**src/rtl/tfi_cell.sv**
```systemverilog
module tfi_cell #(
  parameter int KMAX = 8,
  localparam int SZW = $clog2(KMAX + 1)
) (
  input  logic           clk,
  input  logic           rst,
  input  logic           en,
  input  logic           rise_mode,
  input  logic [SZW-1:0] size,
  input  logic           strobe,
  input  logic [1:0]     good_in,
  output logic [1:0]     fault_out
);

  localparam logic [1:0] V0 = 2'b00;
  localparam logic [1:0] V1 = 2'b01;
  localparam logic [1:0] VX = 2'b10;

  logic [1:0] hist [KMAX];
  logic       active;
  logic       has0, has1, only0, only1;
  logic [1:0] inj;

  always_ff @(posedge clk) begin
    if (rst) begin
      for (int i = 0; i < KMAX; i++) hist[i] <= VX;
    end else if (strobe) begin
      hist[0] <= good_in;
      for (int i = 1; i < KMAX; i++) hist[i] <= hist[i-1];
    end
  end

  assign active = en && (size != '0) && (size <= SZW'(KMAX));

  always_comb begin
    has0  = (good_in == V0);
    has1  = (good_in == V1);
    only0 = has0;
    only1 = has1;
    for (int i = 0; i < KMAX; i++) begin
      if (SZW'(i) < size) begin
        has0  = has0  | (hist[i] == V0);
        has1  = has1  | (hist[i] == V1);
        only0 = only0 & (hist[i] == V0);
        only1 = only1 & (hist[i] == V1);
      end
    end
    if (rise_mode) inj = has0 ? V0 : (only1 ? V1 : VX);
    else           inj = has1 ? V1 : (only0 ? V0 : VX);
  end

  assign fault_out = active ? inj : good_in;

endmodule

```
**config.mk**
```make
export PLATFORM = sky130hd
export DESIGN_NAME = tfi_cell
export DESIGN_NICKNAME = d
export VERILOG_FILES = /design/src/rtl/tfi_cell.sv
export SDC_FILE = /design/constraint.sdc
export NUM_CORES = 1
export LEC_CHECK = 0
export BUFFER_PORTS_ARGS = -buffer_cell sky130_fd_sc_hd__buf_2
export CAP_MARGIN = 10
export CORE_MARGIN = 2
export CORE_UTILIZATION = 30
export DETAILED_ROUTE_END_ITERATION = 16
export GPL_TIMING_DRIVEN = 0
export RECOVER_POWER = 50
export SLEW_MARGIN = 25
export SYNTH_ARGS = -nofsm -noshare
export SYNTH_HDL_FRONTEND = slang
export SYNTH_SLANG_ARGS = --single-unit
```
**constraint.sdc**
```tcl
create_clock -name clk -period 1.8 [get_ports clk]
set_clock_uncertainty 0.05 [all_clocks]
set_input_delay 0 -clock clk [delete_from_list [all_inputs] [get_ports clk]]
set_output_delay 0 -clock clk [all_outputs]
set_load 0.005 [all_outputs]
```
==> reports/metrics.json, run 1 <==
{
  "clkSinkCount": {"value": 16},
  "biggestRegsByFlops": {"value": "hist: 16 flops"},
  "grt_overflow_total": {"value": 0},
  "final_critical_path_setup_slack": {"value": -217, "unit": "ps"},
  "pre_cts_ws": {"value": -5.28, "unit": "ps"},
  "power.leakage": {"value": 0.475, "unit": "nW"},
  "fin_crit": {"value": 2020, "unit": "ps"},
  "worst_ep_arrival_time": {"value": 1970, "unit": "ps"},
  "min-delay-path-class": {"value": "input pin to flip-flop"},
  "most_frequent_standard_cell_in_the_layout_excluding_fill_and_tap_cells": {"value": "edfxtp_1"},
  "syn-mean-instance-area": {"value": 9.13, "unit": "um^2"},
  "num-nets-final": {"value": 155},
  "rows": {"value": 21},
  "h-tree-depth": {"value": 1},
  "initial_utilization": {"value": 32.1, "unit": "%"},
  "routed_wl": {"value": 2670, "unit": "um"},
  "synth-warning-count": {"value": 0},
  "run_status": {"value": "complete, but fails checks"},
  "timing.slew.headroom": {"value": 74.1, "unit": "%"},
  "first_pass_iters": {"value": 4},
  "post_synthesis_sequential_element_count": {"value": 16},
  "worstSetupStartpointType": {"value": "flip-flop"},
  "synth-simple-area-share": {"value": 31.6, "unit": "%"},
  "maximum_clock_insertion_buffer_count": {"value": 2},
  "end_kind": {"value": "output pin"},
  "synth.distinct_cells": {"value": 36},
  "power.sequential.fraction": {"value": 56.3, "unit": "%"},
  "yosys-mux-area-fraction": {"value": 0, "unit": "%"},
  "pin_count_of_the_biggest_net_entering_global_routing": {"value": 17},
  "period_share": {"value": 112, "unit": "%"},
  "synthAdderAreaFrac": {"value": 0.913, "unit": "%"},
  "vdd_drop_max": {"value": 0.000352, "unit": "V"},
  "p_clk_share": {"value": 24.4, "unit": "%"},
  "viasPerCell": {"value": 5.35},
  "most-common-layout-cells": {"value": "edfxtp_1, buf_2, nor2_1"},
  "top_register": {"value": "hist"},
  "setup_viol_count_final": {"value": 2},
  "clockRootBuffer": {"value": "clkbuf_4"},
  "cts_tree": {"value": "done"},
  "p_sw": {"value": 0.000211, "unit": "W"},
  "synth_seq_area_share": {"value": 43.8, "unit": "%"},
  "fin_util": {"value": 39.7, "unit": "%"},
  "global_route_usage_over_all_layers": {"value": 13.3, "unit": "%"},
  "routabilityCongestion": {"value": 0.936},
  "layout-drive-gt1-share": {"value": 29.4, "unit": "%"},
  "drt_iter0_markers": {"value": 61},
  "buffer_ports.inserted": {"value": 11},
  "postRouteAntennaNets": {"value": 0},
  "detailroute.via_count": {"value": 1012},
  "antenna-diode-count": {"value": 0},
  "worst-setup-path-type": {"value": "flip-flop to output pin"},
  "synth_compound_gate_area_share": {"value": 18.7, "unit": "%"},
  "fillers": {"value": 357},
  "boundaryPins": {"value": 13},
  "antenna_found_initial": {"value": 0},
  "largest_register_ffs": {"value": 16},
  "cts.clk_slew.worst_paths": {"value": 100, "unit": "ps"},
  "crit_fanout": {"value": 3},
  "routed_wire_length_per_instance": {"value": 14.1, "unit": "um"},
  "synth.net_count": {"value": 131},
  "final_max_slew_viol_count": {"value": 0},
  "hold_slack": {"value": 46.9, "unit": "ps"},
  "rsz_0062_raised_after_global_routing": {"value": "yes"},
  "maxCapViolations": {"value": 0},
  "first_pass_grt_wire_length": {"value": 4310, "unit": "um"},
  "worst_skew_pair.late_latency": {"value": 290, "unit": "ps"},
  "switching_share": {"value": 26.8, "unit": "%"},
  "placeableCoreArea": {"value": 0.00342, "unit": "mm^2"},
  "fp.dieW": {"value": 64.4, "unit": "um"},
  "floorplan.die_area": {"value": 0.00415, "unit": "mm^2"},
  "report.final.hold_viol_count": {"value": 0},
  "post_synth_xor_area_fraction": {"value": 0.799, "unit": "%"},
  "hpwlAfterDp": {"value": 1960, "unit": "um"},
  "synth_top_family_by_area": {"value": "simple AND/OR/NAND/NOR gates"},
  "wp_data_required": {"value": 1750, "unit": "ps"},
  "cts_inserted_buffers": {"value": 3},
  "die_h": {"value": 64.4, "unit": "um"},
  "intPower": {"value": 0.000577, "unit": "W"},
  "synth.cell_area": {"value": 0.00110, "unit": "mm^2"},
  "detail_route.drc_violations": {"value": 0},
  "grt_pass1_vias": {"value": 957},
  "power.combinational.fraction": {"value": 19.3, "unit": "%"},
  "failed_checks": {"value": "negative setup slack"},
  "synthToLayoutAreaGrowth": {"value": 23.9, "unit": "%"},
  "power.density": {"value": 581, "unit": "mW/mm^2"},
  "max_clock_freq": {"value": 496, "unit": "MHz"},
  "syn_inst_count": {"value": 120},
  "worst_slew_pin_slew": {"value": 386, "unit": "ps"}
}
layer usage:
| metal | global-route usage, % | vias to the layer above | routed length (um) | part of all wire (%) |
|---|---|---|---|---|
| met5 | 0 | - | 0 | 0 |
| met4 | 4.52 | 0 | 52 | 2.0 |
| met3 | 2.78 | 6 | 135 | 5.1 |
| met2 | 21.7 | 27 | 1230 | 46 |
| met1 | 17.4 | 485 | 1250 | 47 |
| li1 | - | 494 | - | - |
worst max-delay path, cell delays in order, from the launching register on:
cell and delay, ps:
edfxtp_1 430, nor2b_4 150, nor2b_1 130, a221o_1 270, a21oi_2 110, nand4_1 130
o41ai_2 300, buf_2 160
cell usage after synthesis:
| cell type | n | area, um^2 |
|---|---|---|
| a211oi_1 | 1 | 7.51 |
| a21oi_1 | 6 | 30.0 |
| a221o_1 | 2 | 20.0 |
| a221oi_2 | 1 | 15.0 |
| a22oi_1 | 1 | 7.51 |
| a2bb2oi_1 | 1 | 8.76 |
| a31oi_1 | 2 | 12.5 |
| and2_1 | 6 | 37.5 |
| and2b_1 | 1 | 7.51 |
| buf_2 | 3 | 15.0 |
| buf_6 | 1 | 11.3 |
| clkbuf_1 | 1 | 3.75 |
| edfxtp_1 | 16 | 480 |
| inv_1 | 3 | 11.3 |
| inv_2 | 1 | 3.75 |
| maj3_1 | 1 | 10.0 |
| nand2_1 | 6 | 22.5 |
| nand2b_1 | 10 | 62.6 |
| nand4_1 | 2 | 12.5 |
| nor2_1 | 15 | 56.3 |
| nor2b_1 | 10 | 62.6 |
| nor3_1 | 3 | 15.0 |
| nor4_1 | 3 | 18.8 |
| nor4_2 | 1 | 12.5 |
| o2111ai_1 | 1 | 8.76 |
| o211ai_1 | 1 | 7.51 |
| o21ai_0 | 5 | 25.0 |
| o221ai_1 | 1 | 8.76 |
| o22ai_1 | 6 | 37.5 |
| o31ai_1 | 1 | 7.51 |
| o41ai_1 | 1 | 8.76 |
| or2_1 | 1 | 6.26 |
| or2_2 | 3 | 18.8 |
| or2b_1 | 1 | 7.51 |
| or3_1 | 1 | 6.26 |
| xnor2_1 | 1 | 8.76 |
stage by stage:
step                      area, um^2  cells  TNS, ps  power (W)
after floorplan                 1100    120        0   0.000531
after global placement          1210    177        0   0.000573
after detailed placement        1210    177    -5.28   0.000577
after CTS                       1280    183     -504   0.000777
after global routing            1360    189     -602   0.000826
final                           1360    189     -412   0.000788
final cells by class:
type | instances | area [um^2] | share of cell area, %
Timing Repair Buffer | 19 | 118 | 8.66
Sequential cell | 16 | 480 | 35.4
Multi-Input combinational cell | 95 | 631 | 46.5
Buffer | 5 | 30.0 | 2.21
Clock inverter | 1 | 3.75 | 0.276
Inverter | 4 | 15.0 | 1.11
Clock buffer | 3 | 22.5 | 1.66
Tap cell | 46 | 57.6 | 4.24
cell families after synthesis:
| kind of cell | after synthesis |
|---|---|
| simple gates | 63 |
| flops | 16 |
| fa+ha+maj | 1 |
| buf+inv | 9 |
| xor+xnor | 1 |
| compound gates | 30 |
power by group through the flow:
stage	sequential [W]	clock (W)	combinational [W]
after floorplan	0.000445	0	0.0000857
after global placement	0.000451	0	0.000122
after detailed placement	0.000451	0	0.000126
after CTS	0.000443	0.000197	0.000137
after global routing	0.000447	0.000212	0.000167
final	0.000444	0.000192	0.000152
timing repair:
item,4_1_cts,5_1_grt
hold buffers,1,0
buffers inserted,1,6
gates resized for setup,5,7
endpoints found under the setup margin,2,2
endpoints found under the hold margin,4,0
pin swaps,1,5
final timing paths:
path | endpoint | slack, ps | depth (start not counted) | start
max | fault_out[1] | -220 | 7 | hist[0][10]$_SDFFCE_PN0P_
min | hist[0][1]$_SDFFCE_PN1P_ | 50 | 3 | good_in[1]
max reg2reg | hist[0][13]$_SDFFCE_PP1P_ | 720 | 1 | hist[0][11]$_SDFFCE_PN1P_
min reg2reg | hist[0][5]$_SDFFCE_PN1P_ | 530 | 1 | hist[0][3]$_SDFFCE_PN1P_
Note: power is estimated with default switching activity, not from simulation.
==> run 2, diff against run 1 <==
==> constraint.sdc (replaced) <==
create_clock -name clk -period 2.4 [get_ports clk]
set_clock_uncertainty 0.05 [all_clocks]
set_input_delay 0 -clock clk [delete_from_list [all_inputs] [get_ports clk]]
set_output_delay 0 -clock clk [all_outputs]
set_load 0.005 [all_outputs]
==> run 2 against run 1 <==
Power is 27% lower. Global-route usage is 0.15 points lower. Cell area is 8.4% lower. Worst hold slack worse by 15 ps. Core utilization is 3.3 points lower. Flip-flop and latch count stayed put. Largest power group unchanged. Highest routed layer unchanged. The flow now finishes without violations.
==> reports/metrics.json, run 2 (synthesis results as in run 1) <==
{
  "run_status": {"value": "completed"},
  "grt_pass1_vias": {"value": 934},
  "rsz_0062_raised_after_global_routing": {"value": "no"},
  "p_clk_share": {"value": 25.3, "unit": "%"},
  "crit_fanout": {"value": 4},
  "ff2ff_path_depth": {"value": 1},
  "pin_count_of_the_biggest_net_entering_global_routing": {"value": 17},
  "worst_slew_pin_slew": {"value": 1090, "unit": "ps"},
  "biggestRegsByFlops": {"value": "hist: 16 flops"},
  "max_clock_freq": {"value": 473, "unit": "MHz"},
  "maxCapViolations": {"value": 0},
  "fin_crit": {"value": 2120, "unit": "ps"},
  "routed_wl": {"value": 2530, "unit": "um"},
  "detail_route.drc_violations": {"value": 0},
  "cts_resized": {"value": 0},
  "post_cts_hold_buffer_count": {"value": 1},
  "final_critical_path_setup_slack": {"value": 284, "unit": "ps"},
  "p_sw": {"value": 0.000151, "unit": "W"},
  "drt_iter0_markers": {"value": 53},
  "rows": {"value": 21},
  "power.combinational.fraction": {"value": 16.7, "unit": "%"},
  "cts_inserted_buffers": {"value": 3},
  "post_dp_cell_area": {"value": 0.00121, "unit": "mm^2"},
  "num-nets-final": {"value": 148},
  "first_pass_iters": {"value": 4},
  "m1WireLength": {"value": 1200, "unit": "um"},
  "global_route_usage_over_all_layers": {"value": 13.1, "unit": "%"},
  "worstSetupStartpointType": {"value": "flip-flop"},
  "synthToLayoutAreaGrowth": {"value": 13.5, "unit": "%"},
  "floorplan.die_area": {"value": 0.00415, "unit": "mm^2"},
  "vdd_drop_max": {"value": 0.000261, "unit": "V"},
  "wl_met2": {"value": 1160, "unit": "um"},
  "worst-setup-path-type": {"value": "flip-flop to output pin"},
  "post-cts-setup-buffers": {"value": 0},
  "power.sequential.fraction": {"value": 58.1, "unit": "%"},
  "setup_viol_count_final": {"value": 0},
  "final_max_slew_viol_count": {"value": 0},
  "power.leakage": {"value": 0.423, "unit": "nW"},
  "switching_share": {"value": 26.4, "unit": "%"},
  "min-delay-path-class": {"value": "input pin to flip-flop"},
  "top_register": {"value": "hist"},
  "initial_utilization": {"value": 32.1, "unit": "%"},
  "routabilityCongestion": {"value": 0.936},
  "clkSinkCount": {"value": 16},
  "timing.slew.headroom": {"value": 27.4, "unit": "%"},
  "antenna_found_initial": {"value": 0},
  "report.final.hold_viol_count": {"value": 0},
  "maximum_clock_insertion_buffer_count": {"value": 2},
  "buffer_ports.inserted": {"value": 11},
  "hold_slack": {"value": 31.5, "unit": "ps"},
  "grt_overflow_total": {"value": 0},
  "h-tree-depth": {"value": 1},
  "layoutNonFillerInstCount": {"value": 182},
  "dp_cells": {"value": 177},
  "wp_data_required": {"value": 2350, "unit": "ps"},
  "clockRootBuffer": {"value": "clkbuf_4"},
  "highest-signal-layer": {"value": "met4"},
  "most-common-layout-cells": {"value": "edfxtp_1, nor2_1, buf_2"},
  "routed_wire_length_per_instance": {"value": 13.9, "unit": "um"},
  "fp.dieW": {"value": 64.4, "unit": "um"},
  "intPower": {"value": 0.000422, "unit": "W"},
  "tns": {"value": 0, "unit": "ps"},
  "fillers": {"value": 365},
  "detailroute.via_count": {"value": 978},
  "cts_tree": {"value": "done"},
  "worst_skew_pair.late_latency": {"value": 290, "unit": "ps"},
  "viasPerCell": {"value": 5.37},
  "most_frequent_standard_cell_in_the_layout_excluding_fill_and_tap_cells": {"value": "edfxtp_1"},
  "period_share": {"value": 88.1, "unit": "%"},
  "hpwlAfterDp": {"value": 1960, "unit": "um"},
  "cts.clk_slew.worst_paths": {"value": 80, "unit": "ps"},
  "die_h": {"value": 64.4, "unit": "um"},
  "finish.instance_area": {"value": 0.00124, "unit": "mm^2"},
  "whs_path_depth": {"value": 3},
  "power.density": {"value": 460, "unit": "mW/mm^2"},
  "met3WireLength": {"value": 137, "unit": "um"},
  "antenna-diode-count": {"value": 0},
  "postRouteAntennaNets": {"value": 0},
  "boundaryPins": {"value": 13},
  "placeableCoreArea": {"value": 0.00342, "unit": "mm^2"},
  "layout-drive-gt1-share": {"value": 16.2, "unit": "%"},
  "largest_register_ffs": {"value": 16},
  "worst_ep_arrival_time": {"value": 2070, "unit": "ps"},
  "first_pass_grt_wire_length": {"value": 4270, "unit": "um"},
  "end_kind": {"value": "output pin"},
  "pre_cts_ws": {"value": 595, "unit": "ps"}
}
-- run 2: worst max-delay path, cell delays in order, from the launching register on --
cell and delay [ps]:
edfxtp_1 430, nand2b_1 220, maj3_1 360, o22ai_1 190, o2111ai_1 160, and2b_1 230
a221o_1 90, buf_2 100
-- run 2: cell type report --
| class | instances | area, um^2 | area share, % |
|---|---|---|---|
| clock inverter | 1 | 3.75 | 0.302 |
| multi-input combinational | 95 | 571 | 45.9 |
| clock buffer | 3 | 22.5 | 1.81 |
| inverter | 4 | 15.0 | 1.21 |
| timing repair buffer | 12 | 63.8 | 5.13 |
| tap | 46 | 57.6 | 4.63 |
| buffer | 5 | 30.0 | 2.41 |
| sequential | 16 | 480 | 38.6 |
-- run 2: power by group through the flow --
stage               Sequential [W]  Combinational [W]  Clock, W
floorplan                 0.000334          0.0000643         0
global placement          0.000338          0.0000918         0
detailed placement        0.000339          0.0000942         0
CTS                       0.000332          0.0000959  0.000148
global route              0.000335           0.000106  0.000159
finish                    0.000333          0.0000954  0.000145
-- run 2: routing by layer --
layer	global-route usage (%)	vias up
met3	2.08	4
met1	18.0	462
met2	21.4	31
met5	0	-
met4	3.99	0
li1	-	481
-- run 2: path summary, 6_finish.rpt --
| path | end | slack, ps | start |
|---|---|---|---|
| setup reg to reg | hist[0][15]$_SDFFCE_PP1P_ | 1350 | hist[0][13]$_SDFFCE_PP1P_ |
| hold reg to reg | hist[0][5]$_SDFFCE_PN1P_ | 530 | hist[0][3]$_SDFFCE_PN1P_ |
| setup / recovery | fault_out[0] | 280 | hist[0][1]$_SDFFCE_PN1P_ |
| hold / removal | hist[0][1]$_SDFFCE_PN1P_ | 30 | good_in[1] |
-- run 2: through the flow --
stage	util (%)	total power, W
3_3_place_gp	35.4	0.000430
4_1_cts	36.4	0.000576
6_report	36.4	0.000573
5_1_grt	36.4	0.000601
2_1_floorplan	-	0.000398
3_5_place_dp	35.4	0.000433
